[src/rtl/csmaTxPkg.sv]
package csmaTxPkg;

  typedef enum logic [2:0] {
    PH_IDLE,
    PH_PRE,
    PH_DATA,
    PH_JAM,
    PH_WAIT
  } txPhase_t;

  // strobes from control to datapath
  typedef struct packed {
    logic lenLoad;
    logic cntClr;
    logic cntInc;
    logic pendClr;
  } dpCmd_t;

  // conditions reported by datapath to control
  typedef struct packed {
    logic preLast;
    logic dataLast;
    logic jamLast;
    logic colPend;
    logic pastSlot;
  } dpFlag_t;

endpackage

[src/rtl/csmaTxDatapath.sv]
module csmaTxDatapath
  import csmaTxPkg::*;
#(
  parameter int PRE_BITS  = 64,
  parameter int SLOT_BITS = 512,
  parameter int JAM_BITS  = 32,
  parameter int LEN_W     = 14
) (
  input  logic             clk,
  input  logic             rstN,
  input  txPhase_t         phase,
  input  dpCmd_t           cmd,
  input  logic             bitEn,
  input  logic             colIn,
  input  logic [LEN_W-1:0] frameLen,
  input  logic             dataBit,
  output dpFlag_t          flags,
  output logic             txEn,
  output logic             txBit,
  output logic             dataRd
);

  localparam int PHASE_W = $clog2(PRE_BITS + JAM_BITS + 1);
  localparam int CW      = (LEN_W > PHASE_W) ? LEN_W : PHASE_W;

  logic [CW-1:0]    bitCnt;
  logic [LEN_W-1:0] lenQ;
  logic             colPend;
  logic             preBit;

  // shared bit counter, restarted at every phase boundary
  always_ff @(posedge clk) begin
    if (!rstN)           bitCnt <= '0;
    else if (cmd.cntClr) bitCnt <= '0;
    else if (cmd.cntInc) bitCnt <= bitCnt + CW'(1);
  end

  always_ff @(posedge clk) begin
    if (!rstN)            lenQ <= '0;
    else if (cmd.lenLoad) lenQ <= frameLen;
  end

  // a collision during the delimiter is remembered until it ends
  always_ff @(posedge clk) begin
    if (!rstN)                                     colPend <= 1'b0;
    else if (cmd.pendClr)                          colPend <= 1'b0;
    else if (phase == PH_PRE && bitEn && colIn)    colPend <= 1'b1;
  end

  assign preBit = (bitCnt == CW'(PRE_BITS - 1)) ? 1'b1 : ~bitCnt[0];

  always_comb begin
    flags.preLast  = (phase == PH_PRE)  && (bitCnt == CW'(PRE_BITS - 1));
    flags.dataLast = (phase == PH_DATA) && (bitCnt == (CW'(lenQ) - CW'(1)));
    flags.jamLast  = (phase == PH_JAM)  && (bitCnt == CW'(JAM_BITS - 1));
    flags.colPend  = colPend;
    flags.pastSlot = (phase == PH_DATA) && (32'(bitCnt) >= SLOT_BITS);
  end

  always_comb begin
    txEn  = 1'b0;
    txBit = 1'b0;
    unique case (phase)
      PH_PRE:  begin txEn = 1'b1; txBit = preBit;  end
      PH_DATA: begin txEn = 1'b1; txBit = dataBit; end
      PH_JAM:  begin txEn = 1'b1; txBit = 1'b0;    end
      default: begin txEn = 1'b0; txBit = 1'b0;    end
    endcase
  end

  assign dataRd = (phase == PH_DATA) && bitEn;

endmodule

[src/rtl/csmaTxControl.sv]
module csmaTxControl
  import csmaTxPkg::*;
#(
  parameter int MAX_ATTEMPTS = 16,
  parameter int ATT_W        = $clog2(MAX_ATTEMPTS)
) (
  input  logic             clk,
  input  logic             rstN,
  input  logic             bitEn,
  input  logic             frameStart,
  input  logic             colIn,
  input  logic             retryDis,
  input  logic             backoffGrant,
  input  dpFlag_t          flags,
  output txPhase_t         phase,
  output dpCmd_t           cmd,
  output logic             backoffReq,
  output logic [ATT_W-1:0] backoffCnt,
  output logic             done,
  output logic             flush,
  output logic             rewind,
  output logic             stOne,
  output logic             stMore,
  output logic             stRtry,
  output logic             stLcol
);

  txPhase_t         phaseQ, phaseD;
  logic [ATT_W-1:0] retryCnt;
  logic             lateQ;
  logic             startFrame, retryInc, lateLd, lateVal, rewindD;
  logic             finish, finOne, finMore, finRtry, finLcol, finFlush;
  logic             doneQ, flushQ, rewindQ;
  logic             oneQ, moreQ, rtryQ, lcolQ;

  always_comb begin
    phaseD     = phaseQ;
    cmd        = '0;
    startFrame = 1'b0;
    retryInc   = 1'b0;
    lateLd     = 1'b0;
    lateVal    = 1'b0;
    rewindD    = 1'b0;
    finish     = 1'b0;
    finOne     = 1'b0;
    finMore    = 1'b0;
    finRtry    = 1'b0;
    finLcol    = 1'b0;
    finFlush   = 1'b0;
    unique case (phaseQ)
      PH_IDLE: begin
        if (frameStart) begin
          startFrame  = 1'b1;
          cmd.lenLoad = 1'b1;
          cmd.cntClr  = 1'b1;
          cmd.pendClr = 1'b1;
          phaseD      = PH_PRE;
        end
      end
      PH_PRE: begin
        if (bitEn) begin
          if (flags.preLast) begin
            cmd.cntClr = 1'b1;
            lateLd     = 1'b1;
            lateVal    = 1'b0;
            phaseD     = (flags.colPend || colIn) ? PH_JAM : PH_DATA;
          end else begin
            cmd.cntInc = 1'b1;
          end
        end
      end
      PH_DATA: begin
        if (bitEn) begin
          if (colIn) begin
            cmd.cntClr = 1'b1;
            lateLd     = 1'b1;
            lateVal    = flags.pastSlot;
            phaseD     = PH_JAM;
          end else if (flags.dataLast) begin
            finish  = 1'b1;
            finOne  = (retryCnt == ATT_W'(1));
            finMore = (retryCnt > ATT_W'(1));
            phaseD  = PH_IDLE;
          end else begin
            cmd.cntInc = 1'b1;
          end
        end
      end
      PH_JAM: begin
        if (bitEn) begin
          if (flags.jamLast) begin
            cmd.cntClr = 1'b1;
            if (lateQ) begin
              finish   = 1'b1;
              finLcol  = 1'b1;
              finOne   = (retryCnt == ATT_W'(1));
              finMore  = (retryCnt > ATT_W'(1));
              finFlush = 1'b1;
              phaseD   = PH_IDLE;
            end else if (retryDis || retryCnt == ATT_W'(MAX_ATTEMPTS - 1)) begin
              finish   = 1'b1;
              finRtry  = 1'b1;
              finFlush = 1'b1;
              phaseD   = PH_IDLE;
            end else begin
              retryInc = 1'b1;
              phaseD   = PH_WAIT;
            end
          end else begin
            cmd.cntInc = 1'b1;
          end
        end
      end
      PH_WAIT: begin
        if (backoffGrant) begin
          rewindD     = 1'b1;
          cmd.cntClr  = 1'b1;
          cmd.pendClr = 1'b1;
          phaseD      = PH_PRE;
        end
      end
      default: phaseD = PH_IDLE;
    endcase
  end

  always_ff @(posedge clk) begin
    if (!rstN) begin
      phaseQ   <= PH_IDLE;
      retryCnt <= '0;
      lateQ    <= 1'b0;
      doneQ    <= 1'b0;
      flushQ   <= 1'b0;
      rewindQ  <= 1'b0;
    end else begin
      phaseQ  <= phaseD;
      doneQ   <= finish;
      flushQ  <= finFlush;
      rewindQ <= rewindD;
      if (startFrame)    retryCnt <= '0;
      else if (retryInc) retryCnt <= retryCnt + ATT_W'(1);
      if (lateLd)        lateQ <= lateVal;
    end
  end

  always_ff @(posedge clk) begin
    if (!rstN || startFrame) begin
      oneQ  <= 1'b0;
      moreQ <= 1'b0;
      rtryQ <= 1'b0;
      lcolQ <= 1'b0;
    end else if (finish) begin
      oneQ  <= finOne;
      moreQ <= finMore;
      rtryQ <= finRtry;
      lcolQ <= finLcol;
    end
  end

  assign phase      = phaseQ;
  assign backoffReq = (phaseQ == PH_WAIT);
  assign backoffCnt = retryCnt;
  assign done       = doneQ;
  assign flush      = flushQ;
  assign rewind     = rewindQ;
  assign stOne      = oneQ;
  assign stMore     = moreQ;
  assign stRtry     = rtryQ;
  assign stLcol     = lcolQ;

endmodule

[src/rtl/csmaTxSequencer.sv]
module csmaTxSequencer
  import csmaTxPkg::*;
#(
  parameter int PRE_BITS     = 64,
  parameter int SLOT_BITS    = 512,
  parameter int JAM_BITS     = 32,
  parameter int MAX_ATTEMPTS = 16,
  parameter int LEN_W        = 14,
  parameter int ATT_W        = $clog2(MAX_ATTEMPTS)
) (
  input  logic             clk,
  input  logic             rstN,
  input  logic             bitEn,
  input  logic             frameStart,
  input  logic [LEN_W-1:0] frameLen,
  input  logic             dataBit,
  output logic             dataRd,
  output logic             rewind,
  output logic             txEn,
  output logic             txBit,
  input  logic             colIn,
  input  logic             retryDis,
  output logic             backoffReq,
  output logic [ATT_W-1:0] backoffCnt,
  input  logic             backoffGrant,
  output logic             done,
  output logic             flush,
  output logic             stOne,
  output logic             stMore,
  output logic             stRtry,
  output logic             stLcol
);

  txPhase_t phase;
  dpCmd_t   cmd;
  dpFlag_t  flags;

  csmaTxControl #(
    .MAX_ATTEMPTS(MAX_ATTEMPTS),
    .ATT_W       (ATT_W)
  ) uCtl (
    .clk         (clk),
    .rstN        (rstN),
    .bitEn       (bitEn),
    .frameStart  (frameStart),
    .colIn       (colIn),
    .retryDis    (retryDis),
    .backoffGrant(backoffGrant),
    .flags       (flags),
    .phase       (phase),
    .cmd         (cmd),
    .backoffReq  (backoffReq),
    .backoffCnt  (backoffCnt),
    .done        (done),
    .flush       (flush),
    .rewind      (rewind),
    .stOne       (stOne),
    .stMore      (stMore),
    .stRtry      (stRtry),
    .stLcol      (stLcol)
  );

  csmaTxDatapath #(
    .PRE_BITS (PRE_BITS),
    .SLOT_BITS(SLOT_BITS),
    .JAM_BITS (JAM_BITS),
    .LEN_W    (LEN_W)
  ) uDp (
    .clk     (clk),
    .rstN    (rstN),
    .phase   (phase),
    .cmd     (cmd),
    .bitEn   (bitEn),
    .colIn   (colIn),
    .frameLen(frameLen),
    .dataBit (dataBit),
    .flags   (flags),
    .txEn    (txEn),
    .txBit   (txBit),
    .dataRd  (dataRd)
  );

endmodule

[config.mk]
export PLATFORM = sky130hd
export DESIGN_NAME = csmaTxSequencer
export DESIGN_NICKNAME = d
export VERILOG_FILES = /design/src/rtl/csmaTxPkg.sv /design/src/rtl/csmaTxDatapath.sv /design/src/rtl/csmaTxControl.sv /design/src/rtl/csmaTxSequencer.sv
export SDC_FILE = /design/constraint.sdc
export NUM_CORES = 1
export LEC_CHECK = 0
export BUFFER_PORTS_ARGS = -buffer_cell sky130_fd_sc_hd__buf_2
export CORE_MARGIN = 8
export CORE_UTILIZATION = 40
export DETAILED_ROUTE_END_ITERATION = 6
export GPL_TIMING_DRIVEN = 0
export SLEW_MARGIN = 0
export SYNTH_ARGS = -nofsm -noshare
export SYNTH_HDL_FRONTEND = slang
export SYNTH_SLANG_ARGS = --single-unit
export TNS_END_PERCENT = 100
[constraint.sdc]
create_clock -name clk -period 2.86 [get_ports clk]
set_input_delay 0.143 -clock clk [delete_from_list [all_inputs] [get_ports clk]]
set_output_delay 0.143 -clock clk [all_outputs]
set_load 0.005 [all_outputs]
======== Yosys cells after proc, flatten, opt, wreduce, memory -nomap -nowiden ========
Index checks and enable logic that the tools add are counted.
storage, ports and cells
  bits in registers ....................... 44
  input bits .............................. 22
  output and inout port bits .............. 15
  word-level logic and storage cells ...... 131
cells by class
  mux-type cells .......................... 75
  magnitude comparators ................... 2
  eq/ne operators ......................... 17
  reductions and logical operators ........ 19
  add/subtract/negate cells ............... 3
  bitwise gates (word level) .............. 2
operators with widths
  cell                     number
  $mux W1                  51
  $mux W3                  11
  $pmux W3 S5              1
  $add A14 B1 Y14 const B  1
  $eq A14 B14 Y1           1
  $eq A14 B5 Y1 const B    1
  $eq A14 B6 Y1 const B    1
  $ge A14 B10 Y1 const B   1
  $sub A14 B1 Y14 const B  1
  $ne A2 B2 Y1 const B     6
  $pmux W1 S2              6
  $mux W2                  4
  $reduce_and A8 Y1        1
  $logic_and A1 B1 Y1      7
  $eq A3 B2 Y1 const B     2
  $reduce_or A2 Y1         3
  $pmux W1 S5              1
  $add A4 B1 Y4 const B    1
  $eq A4 B1 Y1 const B     1
  $eq A4 B4 Y1 const B     1
  $gt A4 B1 Y1 const B     1
  $reduce_and A2 Y1        2
  $eq A3 B1 Y1 const B     1
  $eq A3 B3 Y1 const B     1
  8 further kinds          11

======== Longest topological paths before layout ========
  word-level depth ........................ 8
  mapped depth ............................ 10
  depth with buffers taken out ............ 10

======== Hierarchy ========
From an unflattened synthesis, not the netlist that was laid out.
unflattened totals
  cells, all modules ...................... 307
  area, all modules ....................... 2738.9 µm²
by module, submodules not included
  module          instances  area an instance (µm²)  cells an instance  seq. area each (µm²)
  csmaTxDatapath  1          1767.9                  201                580.6
  csmaTxControl   1          970.9                   106                300.3

======== Least setup slack after synthesis ========
Ideal clock, no wire load.
  path type ............................... register to register
  from .................................... register uDp.lenQ[8]
  to ...................................... register uCtl.moreQ, in the netlist uCtl.stMore
  stages on the path, launching flop included .. 10
  arrival time ............................ 2.487 ns
  period minus slack after synthesis ...... 2.603 ns
  setup time .............................. 0.115 ns
  required time ........................... 2.745 ns
  path slack .............................. 0.257 ns
  path buffers ............................ 1
  path through ............................ dfxtp_1 buf_6 or4_4 or3_1 a211oi_2 o22ai_2 nor4b_2 a21oi_1 and3_1 a31o_1
on the way
  cells in the longest elaborated chain, start to end .. 7
  elaborated cells on any way between the ends .. 11
  classes of those cells .................. add/sub: 1; eq/ne: 1; mux: 8; reduce/logical: 1
RTL lines
  element                  line                  text
  from (decl)              csmaTxDatapath.sv:27  logic [LEN_W-1:0] lenQ;
  from (signal assigned)   csmaTxDatapath.sv:40  else if (cmd.lenLoad) lenQ <= frameLen;
  $sub A14 B1 Y14 (*)      csmaTxDatapath.sv:54  flags.dataLast = (phase == PH_DATA) && (bitCnt == (CW'(lenQ) - CW'(1)));
  $eq A14 B14 Y1 (*)       csmaTxDatapath.sv:54
  $logic_and A1 B1 Y1 (*)  csmaTxDatapath.sv:54
  $mux W1                  csmaTxControl.sv:79   end else if (flags.dataLast) begin
  $mux W1                  csmaTxControl.sv:74   if (colIn) begin
  $mux W1                  csmaTxControl.sv:73   if (bitEn) begin
  $pmux W1 S2              csmaTxControl.sv:50   unique case (phaseQ)
  to (signal assigned)     csmaTxControl.sv:153  moreQ <= finMore;
  to (decl)                csmaTxControl.sv:34   logic oneQ, moreQ, rtryQ, lcolQ;
Mark *: on every way between the ends. The rest lies on a longest branch, timed or not.
A chain may end at the register's enable or synchronous reset.

======== Worst setup path in the final report ========
Same ends and word-level chain as after synthesis.

==> reports/metrics.cfg <==
[placement]
place.gp.congestion=0.883
port_buffers=36
dp_slack_ns=-0.163
post-dp-hpwl_mm=5.03
place_inst=439
placed_area_mm2=0.00292

[final_layout]
diodes=0
area_delta_synth_final_pct=17.8
fin_nets=403
final_cell_mix=nand2_1 (47), dfxtp_1 (43), buf_2 (37)
drive_gt1_share_pct=17.8
layout.cells.non_filler=453
final_common_cell=nand2_1
finalInstanceArea_mm2=0.00312

[setup_path]
cp_max_fo=7
end_kind=register
critPathArrivalTime_ns=2.99
path_class=register to register
worst_setup_path_start_kind=register
crit_required_ns=3.06

[worst_hold_path]
hold_path.class=input pin to register

[clock_network]
cts_tree=yes
h-tree-depth=2
cts_buffers=5
clk_pin_slew_ns=0.09
cts_root_buf=clkbuf_8
clk_latency_ns=0.30
cts_sinks=44
clockBufferDepth=2

[power]
power_frac_seq_pct=42.8
combPwrFrac_pct=26.3
power_density_mw_per_mm2=506
switching_share_pct=32.3
p_leak_nw=1.27
intPower_mw=1.07
p_clk_share_pct=30.9
p_switching_mw=0.508
ir_worst_vdd_mv=0.332

[die]
num_rows=29
dieArea_mm2=0.00947
die_width_um=97.3
die_height_um=97.3
core-area_mm2=0.00639
pin_count=37
start_util_pct=41.4

[sta]
finalSetupViolations=0
relSlewSlack_pct=16.3
worst_pin_slew_ns=1.24
worst_hold_slack_ns=0.0768
report.final.slew_viol_count=0
period_share_pct=97.5
skew_ns=0.00564
hold_viol_final=0
fin_ws_ns=0.0724
timing.fmax_ghz=0.359
fin_crit_ns=2.79

[synthesis]
synth.cell_area_mm2=0.00265
ys_warn_count=0
ys.flop_type=dfxtp_1
async_flop_share_pct=0
synth_fp_nets=354
ys_types=59
seq_area_frac_synth_pct=33.3
postSynthCellCount=326
synth_top_cell_by_area=dfxtp_1
avgSynthCellArea_um2=8.11
synth_edf_count=0
yosysTopAreaCellShare_pct=33.3
ys_ff_latch=44
synth_area_leaders=dfxtp_1 (33%), nand2_1 (6.7%), xnor2_1 (5.6%)

[detailed_routing]
antenna_left=0
drt_iter0_markers=98
vias=2455
wirelength_mm=6.69
drc=0
vias_per_cell=5.42
wl_per_cell_um=14.8
drt_first_pass_iters=4

[global_routing]
grt_pass1_vias=2343
grt-ovfl-total=0
track_usage_pct=14.0
grt_pass1_wl_mm=11.4
antenna_found_initial=0
grt_max_degree=15

[run_status]
status=completed

[run]
drv_cap=0

critical path, stage by stage (launching register included):
cell      delay [ns]
dfxtp_1         0.31
buf_6           0.13
or4_4           0.55
xor2_1          0.16
nand4_1         0.12
a2111o_1        0.51
nor4b_4         0.41
a21oi_4         0.13
and3_1          0.20
a31o_1          0.17
through the flow:
| stage | utilization (%) | TNS, ns | power (mW) |
|---|---|---|---|
| 6_report | 48.8 | 0 | 1.58 |
| 5_1_grt | 48.8 | -0.0271 | 1.66 |
| 4_1_cts | 47.9 | 0 | 1.57 |
| 3_5_place_dp | 45.7 | -1.50 | 1.08 |
| 3_3_place_gp | 45.7 | -0.358 | 1.07 |
| 2_1_floorplan | - | 0 | 0.976 |
final timing paths:
check                                               from                        to  slack, ns  cells past startpoint
worst min-delay path                         frameLen[0]  uDp.lenQ[0]$_SDFFE_PN0P_       0.08                      3
worst max-delay path            uDp.lenQ[8]$_SDFFE_PN0P_  uCtl.stMore$_SDFFE_PP0P_       0.07                      9
worst max register to register  uDp.lenQ[8]$_SDFFE_PN0P_  uCtl.stMore$_SDFFE_PP0P_       0.07                      9
worst min register to register  uDp.colPend$_SDFFE_PP0P_  uDp.colPend$_SDFFE_PP0P_       0.48                      1
state kept, by name (all words and copies together) (netlist names):
name / cells
uDp.bitCnt: 14
uDp.lenQ: 14
uCtl.backoffCnt: 4
uCtl.phase: 3
uCtl.done: 1
uCtl.flush: 1
uCtl.lateQ: 1
uCtl.rewind: 1
uCtl.stLcol: 1
uCtl.stMore: 1
uCtl.stOne: 1
uCtl.stRtry: 1
uDp.colPend: 1
power groups by stage:
| stage | combinational (mW) | clock [mW] | sequential (mW) |
|---|---|---|---|
| 2_1_floorplan | 0.300 | 0 | 0.677 |
| 3_3_place_gp | 0.389 | 0 | 0.685 |
| 3_5_place_dp | 0.393 | 0 | 0.687 |
| 4_1_cts | 0.405 | 0.495 | 0.673 |
| 5_1_grt | 0.463 | 0.516 | 0.680 |
| 6_report | 0.414 | 0.486 | 0.675 |
cell type report:
cell class                      count  area (um2)
Multi-Input combinational cell    258        1700
Sequential cell                    44         882
Timing Repair Buffer               42         225
Inverter                           10        37.5
Fill cell                         636        3270
Clock buffer                        5        68.8
Tap cell                           77        96.3
Clock inverter                      3        42.5
Buffer                             14        61.3
what timing repair did:
action | in CTS | in global routing
resized for setup | 3 | 4
buffers inserted | 1 | 5
hold buffers | 0 | 0
setup endpoints to repair | 16 | 18
pin swaps | 1 | 4
cells by family (layout without fill, tap and decap cells):
kind of cell	after synthesis	count (layout)	synth area share (%)
buffers and inverters	24	74	3.74
adder cells (fa/ha/maj)	6	6	2.84
flip-flops	44	44	33.3
AO/OA/AOI/OAI	60	60	18.1
multiplexers	7	7	2.65
XOR/XNOR	28	28	9.27
AND/OR/NAND/NOR	157	157	30.1
cell usage after synthesis, types with 3 or more instances:
master and n:
nand4_1 7, clkbuf_1 10, xor2_1 11, dfxtp_1 44, ha_1 6, nor2_1 32
o21ai_0 3, inv_1 10, nand3b_1 3, nor4_1 4, nand3_1 10, a21boi_0 14
and3_1 10, mux2i_1 7, nand2_1 47, nor3_1 14, xnor2_1 17, nand2b_1 9
nor2b_1 6, a211oi_1 7, a21oi_1 8
metal layers:
| layer | GRT usage [%] | up-vias | share of wire, % |
|---|---|---|---|
| met3 | 3.34 | 8 | 4.3 |
| li1 | - | 1243 | - |
| met4 | 4.90 | 0 | 1.7 |
| met1 | 18.0 | 1152 | 49 |
| met5 | 0 | - | 0 |
| met2 | 22.3 | 52 | 45 |
Power figures use the tool's default switching activity.
